### src/rtl/qam16_slicer_pkg.sv
package qam16_slicer_pkg;

    // Gray-coded level index: bit 1 = non-negative, bit 0 = inner level
    typedef enum logic [1:0] {
        LVL_NEG3 = 2'b00,
        LVL_NEG1 = 2'b01,
        LVL_POS1 = 2'b11,
        LVL_POS3 = 2'b10
    } qam_level_e;

    // Comparator verdict shared by both number formats
    typedef struct packed {
        logic neg;    // value strictly below zero
        logic outer;  // magnitude at or beyond the outer threshold
    } slice_region_t;

    function automatic qam_level_e region_to_level(slice_region_t r);
        return qam_level_e'({~r.neg, ~r.outer});
    endfunction

endpackage

### src/rtl/slicer_fx_cmp.sv
module slicer_fx_cmp
    import qam16_slicer_pkg::*;
#(
    parameter int INT_W  = 5,
    parameter int FRAC_W = 10,
    localparam int WORD_W = 1 + INT_W + FRAC_W
) (
    input  logic [WORD_W-1:0] word,
    output slice_region_t     region
);
    // Thresholds +2 and -2 in the fixed-point scale
    localparam logic signed [WORD_W-1:0] POS_TWO = WORD_W'(2 << FRAC_W);
    localparam logic signed [WORD_W-1:0] NEG_TWO = -POS_TWO;

    logic signed [WORD_W-1:0] sval;

    always_comb begin
        sval         = $signed(word);
        region.neg   = sval[WORD_W-1];
        region.outer = (sval >= POS_TWO) || (sval <= NEG_TWO);
    end

endmodule

### src/rtl/slicer_mf_cmp.sv
module slicer_mf_cmp
    import qam16_slicer_pkg::*;
#(
    parameter int EXP_W = 4,
    parameter int MAN_W = 7,
    localparam int WORD_W = 1 + EXP_W + MAN_W
) (
    input  logic [WORD_W-1:0] word,
    output slice_region_t     region
);
    localparam int BIAS = (1 << (EXP_W - 1)) - 1;
    // |x| >= 2 exactly when the unbiased exponent is at least one
    localparam logic [EXP_W-1:0] OUTER_EXP = EXP_W'(BIAS + 1);

    logic             sgn;
    logic [EXP_W-1:0] expo;
    logic [MAN_W-1:0] man;
    logic             is_zero;

    always_comb begin
        sgn          = word[WORD_W-1];
        expo         = word[WORD_W-2 -: EXP_W];
        man          = word[MAN_W-1:0];
        is_zero      = (expo == '0) && (man == '0);
        region.neg   = sgn && !is_zero;
        region.outer = (expo >= OUTER_EXP);
    end

endmodule

### src/rtl/slicer_level_enc.sv
module slicer_level_enc
    import qam16_slicer_pkg::*;
#(
    parameter bit USE_MINIFLOAT = 1'b0,
    parameter int EXP_W  = 4,
    parameter int MAN_W  = 7,
    parameter int INT_W  = 5,
    parameter int FRAC_W = 10,
    localparam int WORD_W = USE_MINIFLOAT ? (1 + EXP_W + MAN_W) : (1 + INT_W + FRAC_W)
) (
    input  qam_level_e        level,
    output logic [WORD_W-1:0] word
);
    logic [WORD_W-1:0] w_p3, w_p1, w_n1, w_n3;

    generate
        if (USE_MINIFLOAT) begin : g_mf
            localparam int BIAS = (1 << (EXP_W - 1)) - 1;
            localparam logic [EXP_W-1:0] E_ONE   = EXP_W'(BIAS);
            localparam logic [EXP_W-1:0] E_TWO   = EXP_W'(BIAS + 1);
            localparam logic [MAN_W-1:0] M_ONE   = '0;
            localparam logic [MAN_W-1:0] M_HALF  = MAN_W'(1 << (MAN_W - 1));
            assign w_p1 = {1'b0, E_ONE, M_ONE};
            assign w_p3 = {1'b0, E_TWO, M_HALF};
            assign w_n1 = {1'b1, E_ONE, M_ONE};
            assign w_n3 = {1'b1, E_TWO, M_HALF};
        end else begin : g_fx
            localparam logic signed [WORD_W-1:0] ONE   = WORD_W'(1 << FRAC_W);
            localparam logic signed [WORD_W-1:0] THREE = WORD_W'(3 << FRAC_W);
            assign w_p1 = ONE;
            assign w_p3 = THREE;
            assign w_n1 = -ONE;
            assign w_n3 = -THREE;
        end
    endgenerate

    always_comb begin
        unique case (level)
            LVL_POS3: word = w_p3;
            LVL_POS1: word = w_p1;
            LVL_NEG1: word = w_n1;
            LVL_NEG3: word = w_n3;
            default:  word = w_p1;
        endcase
    end

endmodule

### src/rtl/qam16_slicer.sv
module qam16_slicer
    import qam16_slicer_pkg::*;
#(
    parameter bit USE_MINIFLOAT = 1'b0,
    parameter int EXP_W  = 4,
    parameter int MAN_W  = 7,
    parameter int INT_W  = 5,
    parameter int FRAC_W = 10,
    localparam int WORD_W = USE_MINIFLOAT ? (1 + EXP_W + MAN_W) : (1 + INT_W + FRAC_W)
) (
    input  logic              clk,
    input  logic              rst_n,
    input  logic              in_valid,
    input  logic [WORD_W-1:0] in_word,
    output logic              out_valid,
    output logic [WORD_W-1:0] out_level,
    output logic [1:0]        out_idx
);
    slice_region_t     region;
    qam_level_e        next_level;
    logic [WORD_W-1:0] next_word;

    generate
        if (USE_MINIFLOAT) begin : g_cmp_mf
            slicer_mf_cmp #(.EXP_W(EXP_W), .MAN_W(MAN_W)) u_cmp (
                .word   (in_word),
                .region (region)
            );
        end else begin : g_cmp_fx
            slicer_fx_cmp #(.INT_W(INT_W), .FRAC_W(FRAC_W)) u_cmp (
                .word   (in_word),
                .region (region)
            );
        end
    endgenerate

    always_comb begin
        next_level = region_to_level(region);
    end

    slicer_level_enc #(
        .USE_MINIFLOAT (USE_MINIFLOAT),
        .EXP_W         (EXP_W),
        .MAN_W         (MAN_W),
        .INT_W         (INT_W),
        .FRAC_W        (FRAC_W)
    ) u_enc (
        .level (next_level),
        .word  (next_word)
    );

    // Result register: loads on a strobe, otherwise holds
    always_ff @(posedge clk) begin
        if (!rst_n) begin
            out_valid <= 1'b0;
            out_level <= '0;
            out_idx   <= 2'b00;
        end else begin
            out_valid <= in_valid;
            if (in_valid) begin
                out_level <= next_word;
                out_idx   <= next_level;
            end
        end
    end

    assert_latency_R1: assert property (@(posedge clk) disable iff (!rst_n)
        in_valid |=> out_valid);
    assert_idle_R1: assert property (@(posedge clk) disable iff (!rst_n)
        !in_valid |=> !out_valid);
    assert_hold_R9: assert property (@(posedge clk) disable iff (!rst_n)
        !in_valid |=> ($stable(out_level) && $stable(out_idx)));

    generate
        if (USE_MINIFLOAT) begin : g_chk_mf
            localparam logic [EXP_W-1:0] TWO_EXP = EXP_W'((1 << (EXP_W - 1)));
            assert_clip_pos_R7: assert property (@(posedge clk) disable iff (!rst_n)
                (in_valid && !in_word[WORD_W-1] && (in_word[WORD_W-2 -: EXP_W] >= TWO_EXP))
                |=> (out_idx == 2'b10));
            assert_clip_neg_R7: assert property (@(posedge clk) disable iff (!rst_n)
                (in_valid && in_word[WORD_W-1] && (in_word[WORD_W-2 -: EXP_W] >= TWO_EXP))
                |=> (out_idx == 2'b00));
            assert_zero_R8: assert property (@(posedge clk) disable iff (!rst_n)
                (in_valid && (in_word[WORD_W-2:0] == '0)) |=> (out_idx == 2'b11));
        end else begin : g_chk_fx
            localparam logic signed [WORD_W-1:0] CHK_TWO = WORD_W'(2 << FRAC_W);
            assert_clip_pos_R7: assert property (@(posedge clk) disable iff (!rst_n)
                (in_valid && ($signed(in_word) >= CHK_TWO)) |=> (out_idx == 2'b10));
            assert_clip_neg_R7: assert property (@(posedge clk) disable iff (!rst_n)
                (in_valid && ($signed(in_word) <= -CHK_TWO)) |=> (out_idx == 2'b00));
            assert_zero_R8: assert property (@(posedge clk) disable iff (!rst_n)
                (in_valid && (in_word == '0)) |=> (out_idx == 2'b11));
        end
    endgenerate

endmodule

### config.mk
export PLATFORM = sky130hd
export DESIGN_NAME = qam16_slicer
export DESIGN_NICKNAME = d
export VERILOG_FILES = /design/src/rtl/qam16_slicer_pkg.sv /design/src/rtl/slicer_fx_cmp.sv /design/src/rtl/slicer_mf_cmp.sv /design/src/rtl/slicer_level_enc.sv /design/src/rtl/qam16_slicer.sv
export SDC_FILE = /design/constraint.sdc
export NUM_CORES = 1
export LEC_CHECK = 0
export ABC_AREA = 1
export CAP_MARGIN = 15
export CORE_MARGIN = 2
export CORE_UTILIZATION = 26
export DETAILED_ROUTE_END_ITERATION = 12
export HOLD_SLACK_MARGIN = 0.03
export PLACE_DENSITY = 0.74
export SLEW_MARGIN = 20
export SYNTH_ARGS = -nofsm -noshare
export SYNTH_HDL_FRONTEND = slang
export SYNTH_SLANG_ARGS = --single-unit
### constraint.sdc
create_clock -name clk -period 1 [get_ports clk]
set_clock_uncertainty 0.1 [all_clocks]
set_input_delay 0.1 -clock clk [delete_from_list [all_inputs] [get_ports clk]]
set_output_delay 0.1 -clock clk [all_outputs]
set_load 0.01 [all_outputs]
Word level (Yosys, flattened, before mapping)
Cells that the tools add are included.

Bits in registers: 19. Bits of input ports: 19. Output and inout bits: 19. Word-level logic and storage cells: 13.

Order comparisons: 2. Equality and inequality tests: 3. Muxes and demuxes: 1. Bitwise operators: 2. Reduce and logical (&&, ||, !) cells: 2.

Operator list (number): $pmux 16 s4 (1); $ge 16x13->1 const B (1); $le 16x12->1 const B (1); $eq 2x2->1 const B (2); $eq 2x1->1 const B (1); $logic_not 2->1 (1); $not 1->1 (2); $logic_or 1x1->1 (1).

Logic depth before layout (Yosys ltp)
Gate-level depths: netlist of run 1.

Word-level depth: 5. Gate-level depth with buffers: 10.

Modules after synthesis
Synthesis of run 1 repeated with hierarchy kept, for this count alone.

Cells, all modules: 165. Area, all modules: 1134.8 um^2.

Modules (own cells, without submodules): qam16_slicer (times used 1, cells each 117, area each 868.3 um^2, sequential area each 380.4 um^2); slicer_level_enc (times used 1, cells each 23, area each 156.4 um^2, sequential area each 0.0 um^2); slicer_fx_cmp (times used 1, cells each 25, area each 110.1 um^2, sequential area each 0.0 um^2).

Worst setup path before layout of run 1
Ideal clock, no wire load.

Path kind: input to register. From: input in_word[5]. To: register out_level[11]. Library setup time: 0.116 ns. Arrival: 0.874 ns. Required time: 0.784 ns. Path slack: -0.090 ns. Stages: 10. Path buffers: 0. Cells stage by stage: nor2_1 nand2_1 nor2_1 nand2_1 nand2_1 nand2_1 inv_1 ha_1 nor2_1 nor2_1.

Word-level cells in the longest chain between the ends: 5.

Ends and longest elaborated chain: start: declaration (line qam16_slicer.sv:14) `input logic [WORD_W-1:0] in_word,`; $ge 16x13->1 or $le 16x12->1 (tied branches) (line slicer_fx_cmp.sv:20) `region.outer = (sval >= POS_TWO) || (sval <= NEG_TWO);`; $logic_or 1x1->1 (*) (line slicer_fx_cmp.sv:20); $not 1->1 (*) (line qam16_slicer_pkg.sv:18) `return qam_level_e'({~r.neg, ~r.outer});`; via next_level[0] (line qam16_slicer.sv:20) `qam_level_e next_level;`; $eq 2x1->1, or another cell as far along (line slicer_level_enc.sv:38) `unique case (level)`; $pmux 16 s4 (*) (line slicer_level_enc.sv:38); via next_word[11] (line qam16_slicer.sv:21) `logic [WORD_W-1:0] next_word;`; end signal: assignment (line qam16_slicer.sv:61) `out_level <= next_word;`; end: declaration (line qam16_slicer.sv:16) `output logic [WORD_W-1:0] out_level,`.

Mark *: on every way through the listed nets, which the timed path passes. The rest lies on a longest branch. The select of a mux whose other input is x is not followed. A chain may end at the register's enable or synchronous reset.

Final worst setup path of run 1
From: input in_word[3]. To: register out_level[14].

Word-level cells in the longest chain between the ends: 5.

Ends and longest elaborated chain (line): $ge 16x13->1 or $le 16x12->1 (tied branches) (slicer_fx_cmp.sv:20); $logic_or 1x1->1 (*) (slicer_fx_cmp.sv:20); $not 1->1 (*) (qam16_slicer_pkg.sv:18); via next_level[0] (qam16_slicer.sv:20); $eq 2x1->1, or another cell as far along (slicer_level_enc.sv:38); $pmux 16 s4 (*) (slicer_level_enc.sv:38).

Marked as above.

==> results of run 1 <==
where the power goes:
| part | switching (mW) | leakage, nW | internal, mW |
|---|---|---|---|
| clock | 0.0896 | 0.0138 | 0.136 |
| combinational | 0.0966 | 0.309 | 0.0998 |
| sequential | 0.00759 | 0.0506 | 0.256 |
registers in the layout, summed over array words and instances (netlist names):
name,count
out_valid,1
out_idx,2
out_level,3
cells by family (layout without fill, tap and decap cells):
family                     Yosys count  in the layout  synth area share [%]
AOI/OAI and AO/OA                    5              5                  6.85
adders and majority gates            2              2                  6.23
buffers and inverters               18             45                  29.0
DFF                                  6              6                  29.9
other                                1             10                 0.934
and+or+nand+nor                     27             27                  27.1
cell type report:
class,count,area share (%)
multi-input combinational,44,37.5
sequential,6,17.6
clock buffer,3,3.20
inverter,5,2.67
timing repair buffer,37,36.1
tap,16,2.85
layout by cell type, fill, tap and decap left out, types with 2 or more instances in the layout:
cell / n
nor2_2: 3
clkbuf_4: 3
nand3_2: 2
conb_1: 10
dfxtp_1: 5
nor3_2: 2
buf_4: 9
clkdlybuf4s50_1: 2
inv_1: 4
buf_6: 5
nand2_1: 9
nor2_1: 7
ha_4: 2
buf_2: 18
o21ai_0: 3
clkbuf_2: 2
nand2_2: 2
layer usage:
| layer | global-route usage, % | share of wire [%] | up-vias |
|---|---|---|---|
| met1 | 10.3 | 34 | 189 |
| li1 | - | - | 233 |
| met3 | 6.38 | 8.5 | 2 |
| met2 | 25.1 | 56 | 19 |
| met5 | 0 | 0 | - |
| met4 | 1.82 | 1.3 | 0 |
worst register-to-register path, cell delays in order (launching register included):
cell	delay [ns]
dfxtp_4	0.34
o21ai_0	0.14
nor2_1	0.06
path summary, 6_finish.rpt:
path                               startpoint             to  slack [ns]
worst min register to register  out_level[10]  out_level[10]        0.34
worst max register to register  out_level[14]  out_level[14]        0.25
worst min-delay path              in_word[15]     out_idx[1]        0.11
worst max-delay path               in_word[3]  out_level[14]      -0.008
timing repair:
action,CTS,global route
setup endpoints to repair,12,12
setup buffers,7,0
gates resized for setup,87,20
pin swaps,22,11
==> reports/qor.txt, run 1 <==
Vias/cell = 3.99
Final slew viol count = 0
Failing checks = setup timing
# rows = 14
Final Power = 0.686 mW
Leak Pwr = 0.374 nW
H-Tree Depth = 1
Sequential cell area fraction in the yosys report = 29.9%
Total Die Area = 1880 um2
RSZ-0062 raised after global routing = true
Placed inst area = 658 um2
Final HPWL DP = 736 um
Core outline area = 1470 um2
Worst ir drop on vdd = 606 uV
Seq cells post-synth = 6
All-Layer GR Usage = 12.3%
Mean Syn Cell Area = 6.81 um2
Most common cell in the netlist = buf_4
Synth async-reset ratio = 0%
Top cells by area in the synthesized netlist = dfxtp_1 (30%), buf_4 (24%), nand2_1 (10%)
Critical Path Max Stage Delay = 0.14 ns
Cell Area, Synth = 402 um2
CTS max path bufs = 2
PD cells = 975 nW/um2
Data arrival, critical path = 1.04 ns
Hold-fix buffers at CTS = 0
Initial antenna violation count = 0
Hold path depth = 3
EDFF count, synth = 0
Die X = 43.3 um
Synth warnings = 0
Fmax = 992 MHz
Final hold violations = 0
Setup TNS = -0.0147 ns
WP buf/inv = 2
CP Launch Type = primary input
Final Non-Filler Cells = 111
WL/cell = 9.96 um
CP Max Fanout = 2
Top post-synthesis cells by count = buf_4 (13), nand2_1 (11), nor2_1 (11)
Final core utilization = 47.8%
Routed Antenna Nets = 0
Number of global-route vias before repair = 440
Global-route wire length before repair = 1.67 mm
Layout fillers = 167
GRT overflow = 0
Routed WL = 1.11 mm
Critical path data required time = 1.03 ns
Post-synth top flop = dfxtp_1
Layout cells sized above 1 = 53.7%
Post-Syn Instances = 59
CTS tree = yes
Die extent in y = 43.3 um
CP Class = in -> reg
Post-route cell area = 703 um2
Netlist cell types = 13
Slowest-stage cell, CP = ha_4
Final worst slack = -0.00837 ns
Largest net degree at the start of global routing = 7
Yosys top cell area share = 29.9%
Pre-CTS setup slack = -0.595 ns
Max cap viols = 0
Vias = 443
R2R depth = 2
Tcrit/Tclk final = 101%
Largest delay share family, worst path = simple AND/OR/NAND/NOR gates
Post-synth top area cell = dfxtp_1
Sequential cell area = 124 um2
Num CTS Buffers = 3
DRC Markers = 0
# port buffers = 27
Clk pin slew, worst setup/hold paths = 0.05 ns
Setup crit end kind = flip-flop
Layout net count = 118
CTS Root Cell = clkbuf_4
# diodes = 0
Hold Slack = 0.113 ns
Critical-path cell list = buf_6 > nor2_2 > nand2_1 > nor2_1 > nand2_1 > nand2_2 > nand2_2 > buf_6 > ha_4 > nor3_2 > nor2_1
Final setup vio count = 2
Initial Utilization = 27.3%
Status = finished with violations
Dpl cells = 102
Clock Sinks = 6
I/O pins = 38
Multi-input logic area = 264 um2
Minimum clock period = 1.01 ns
Clk_lat worst skew = 0.24 ns
Placer Congestion = 0.751
Levels on crit path = 11
Min-delay worst type = in -> reg
DRT Pass-1 Iters = 2
Drt first-iter violations = 2
Synth-to-layout area growth = 75.1%
Note: power is estimated with default switching activity, not from simulation.
==> run 2: changes to the inputs <==
--- a/config.mk
+++ b/config.mk
@@ -12,6 +12,7 @@
 export DETAILED_ROUTE_END_ITERATION = 12
 export HOLD_SLACK_MARGIN = 0.03
 export PLACE_DENSITY = 0.74
+export REMOVE_ABC_BUFFERS = 1
 export SLEW_MARGIN = 20
 export SYNTH_ARGS = -nofsm -noshare
 export SYNTH_HDL_FRONTEND = slang
==> run 2 against run 1 <==
Compared with the run above:
- critical path depth shrank 1
- hold slack gained 0.11 ns
- combinational power shrank 3%
- the run still ends with setup timing left
- utilization shrank 1.1 points
- largest cell class unchanged
- largest power group unchanged
==> reports/qor.txt, run 2 (synthesis gave the netlist of run 1 again) <==
CP Launch Type = primary input
Largest net degree at the start of global routing = 9
Routed Antenna Nets = 0
Cell mode on critical path = buf_4
Multi-input logic area = 259 um2
Placer Congestion = 0.741
Vias = 462
CP Class = in -> reg
Largest regs = out_level: 3 flops, out_idx: 2 flops, out_valid: 1 flops
WL/cell = 9.90 um
Worst ir drop on vdd = 524 uV
Drt first-iter violations = 6
Failing checks = setup timing
Hold-fix buffers at CTS = 0
Final worst slack = -0.0267 ns
Critical path data required time = 1.09 ns
Clock Sinks = 6
Initial Utilization = 27.3%
Final Non-Filler Cells = 108
Post-route cell area = 687 um2
Global-route wire length before repair = 1.74 mm
Total Die Area = 1880 um2
Tcrit/Tclk final = 103%
Layout net count = 115
# port buffers = 27
CP Max Fanout = 2
Min-delay worst type = in -> reg
Pre-CTS setup slack = -0.630 ns
DRC Markers = 0
Most frequent cells in the layout = buf_2 (16), conb_1 (10), nand2_1 (8), buf_4 (7), nor2_1 (5)
Leak Pwr = 0.361 nW
Critical Path Max Stage Delay = 0.19 ns
Setup crit end kind = flip-flop
CTS Root Cell = clkbuf_4
Final HPWL DP = 783 um
Clk_lat worst skew = 0.24 ns
# diodes = 0
RSZ-0062 raised after global routing = true
Minimum clock period = 1.03 ns
Flip-flop count of the largest register, all copies and words added = 3
Dpl cells = 99
Data arrival, critical path = 1.12 ns
Most common cell after layout, fill and taps aside = buf_2
DRT Pass-1 Iters = 2
CTS max path bufs = 2
Setup TNS = -0.0657 ns
Slowest-stage cell, CP = clkdlybuf4s15_2
All-Layer GR Usage = 13.0%
Placed inst area = 636 um2
Max cap viols = 0
Num CTS Buffers = 3
Die X = 43.3 um
Vias/cell = 4.28
I/O pins = 38
Core outline area = 1470 um2
Layout fillers = 150
Critical-path cell list = clkdlybuf4s15_2 > nand3_1 > nor2_2 > nand2_2 > buf_4 > buf_4 > buf_4 > nand3_1 > nand2_1 > inv_1
GRT overflow = 0
Fmax = 974 MHz
Final hold violations = 0
PD cells = 993 nW/um2
Final slew viol count = 0
Largest delay share family, worst path = buffers and inverters
Sequential cell area = 123 um2
Reg with most FFs = out_level
Number of global-route vias before repair = 451
H-Tree Depth = 1
CTS tree = yes
# rows = 14
Clk pin slew, worst setup/hold paths = 0.05 ns
WP buf/inv = 5
Initial antenna violation count = 0
Die extent in y = 43.3 um
Final setup vio count = 3
Synth-to-layout area growth = 71.0%
Layout cells sized above 1 = 52.2%
Status = finished with violations
Routed WL = 1.07 mm
## run 2: cell count changes in the layout (fill, tap and decap cells not counted), sizes merged
cell / change
buf: -5
clkbuf: -1
clkdlybuf4s15: +2
dlygate4sd2: +1
## run 2: per-layer routing
metal	part of all wire (%)	global-route usage [%]	up-vias	wire length, um
met1	33	10.0	205	348
met3	9.2	8.94	4	98
li1	-	-	228	-
met5	0	0	-	0
met2	56	24.2	25	595
met4	2.4	6.06	0	26
## run 2: area by class of cell
class,count,area share [%]
multi-input combinational,44,37.7
timing repair buffer,34,35.5
sequential,6,17.9
clock buffer,3,3.28
tap,16,2.91
inverter,5,2.73
## run 2: timing repair
item	4_1_cts	5_1_grt
buffers inserted	6	0
setup endpoints to repair	12	6
gates resized for setup	86	17
pin swaps	18	11
## run 2: through the flow
stage               power, mW  util [%]  hold slack (ns)
floorplan               0.333         -           0.0894
CTS                     0.675      44.5            0.187
global route            0.737      46.7            0.240
finish                  0.682      46.7            0.219
global placement        0.466      43.2            0.330
detailed placement      0.470      43.2            0.340
## run 2: power breakdown
group	total (mW)	switching [mW]	internal, mW
registers	0.266	0.00796	0.258
logic	0.191	0.0949	0.0960
clock network	0.225	0.0887	0.136
total	0.682	0.192	0.490
## run 2: final timing paths
kind | from | to | slack, ns | depth (start not counted)
worst max-delay path | in_word[12] | out_idx[0] | -0.03 | 10
worst min-delay path | in_word[15] | out_idx[1] | 0.22 | 3
worst max register to register | out_idx[0] | out_idx[0] | 0.24 | 3
worst min register to register | out_level[10] | out_level[10] | 0.34 | 2
## run 2: worst register-to-register path, cell delays in order, from the launching register on
cell	delay, ns
dfxtp_1	0.31
o21a_1	0.16
nand2_1	0.06
inv_1	0.03
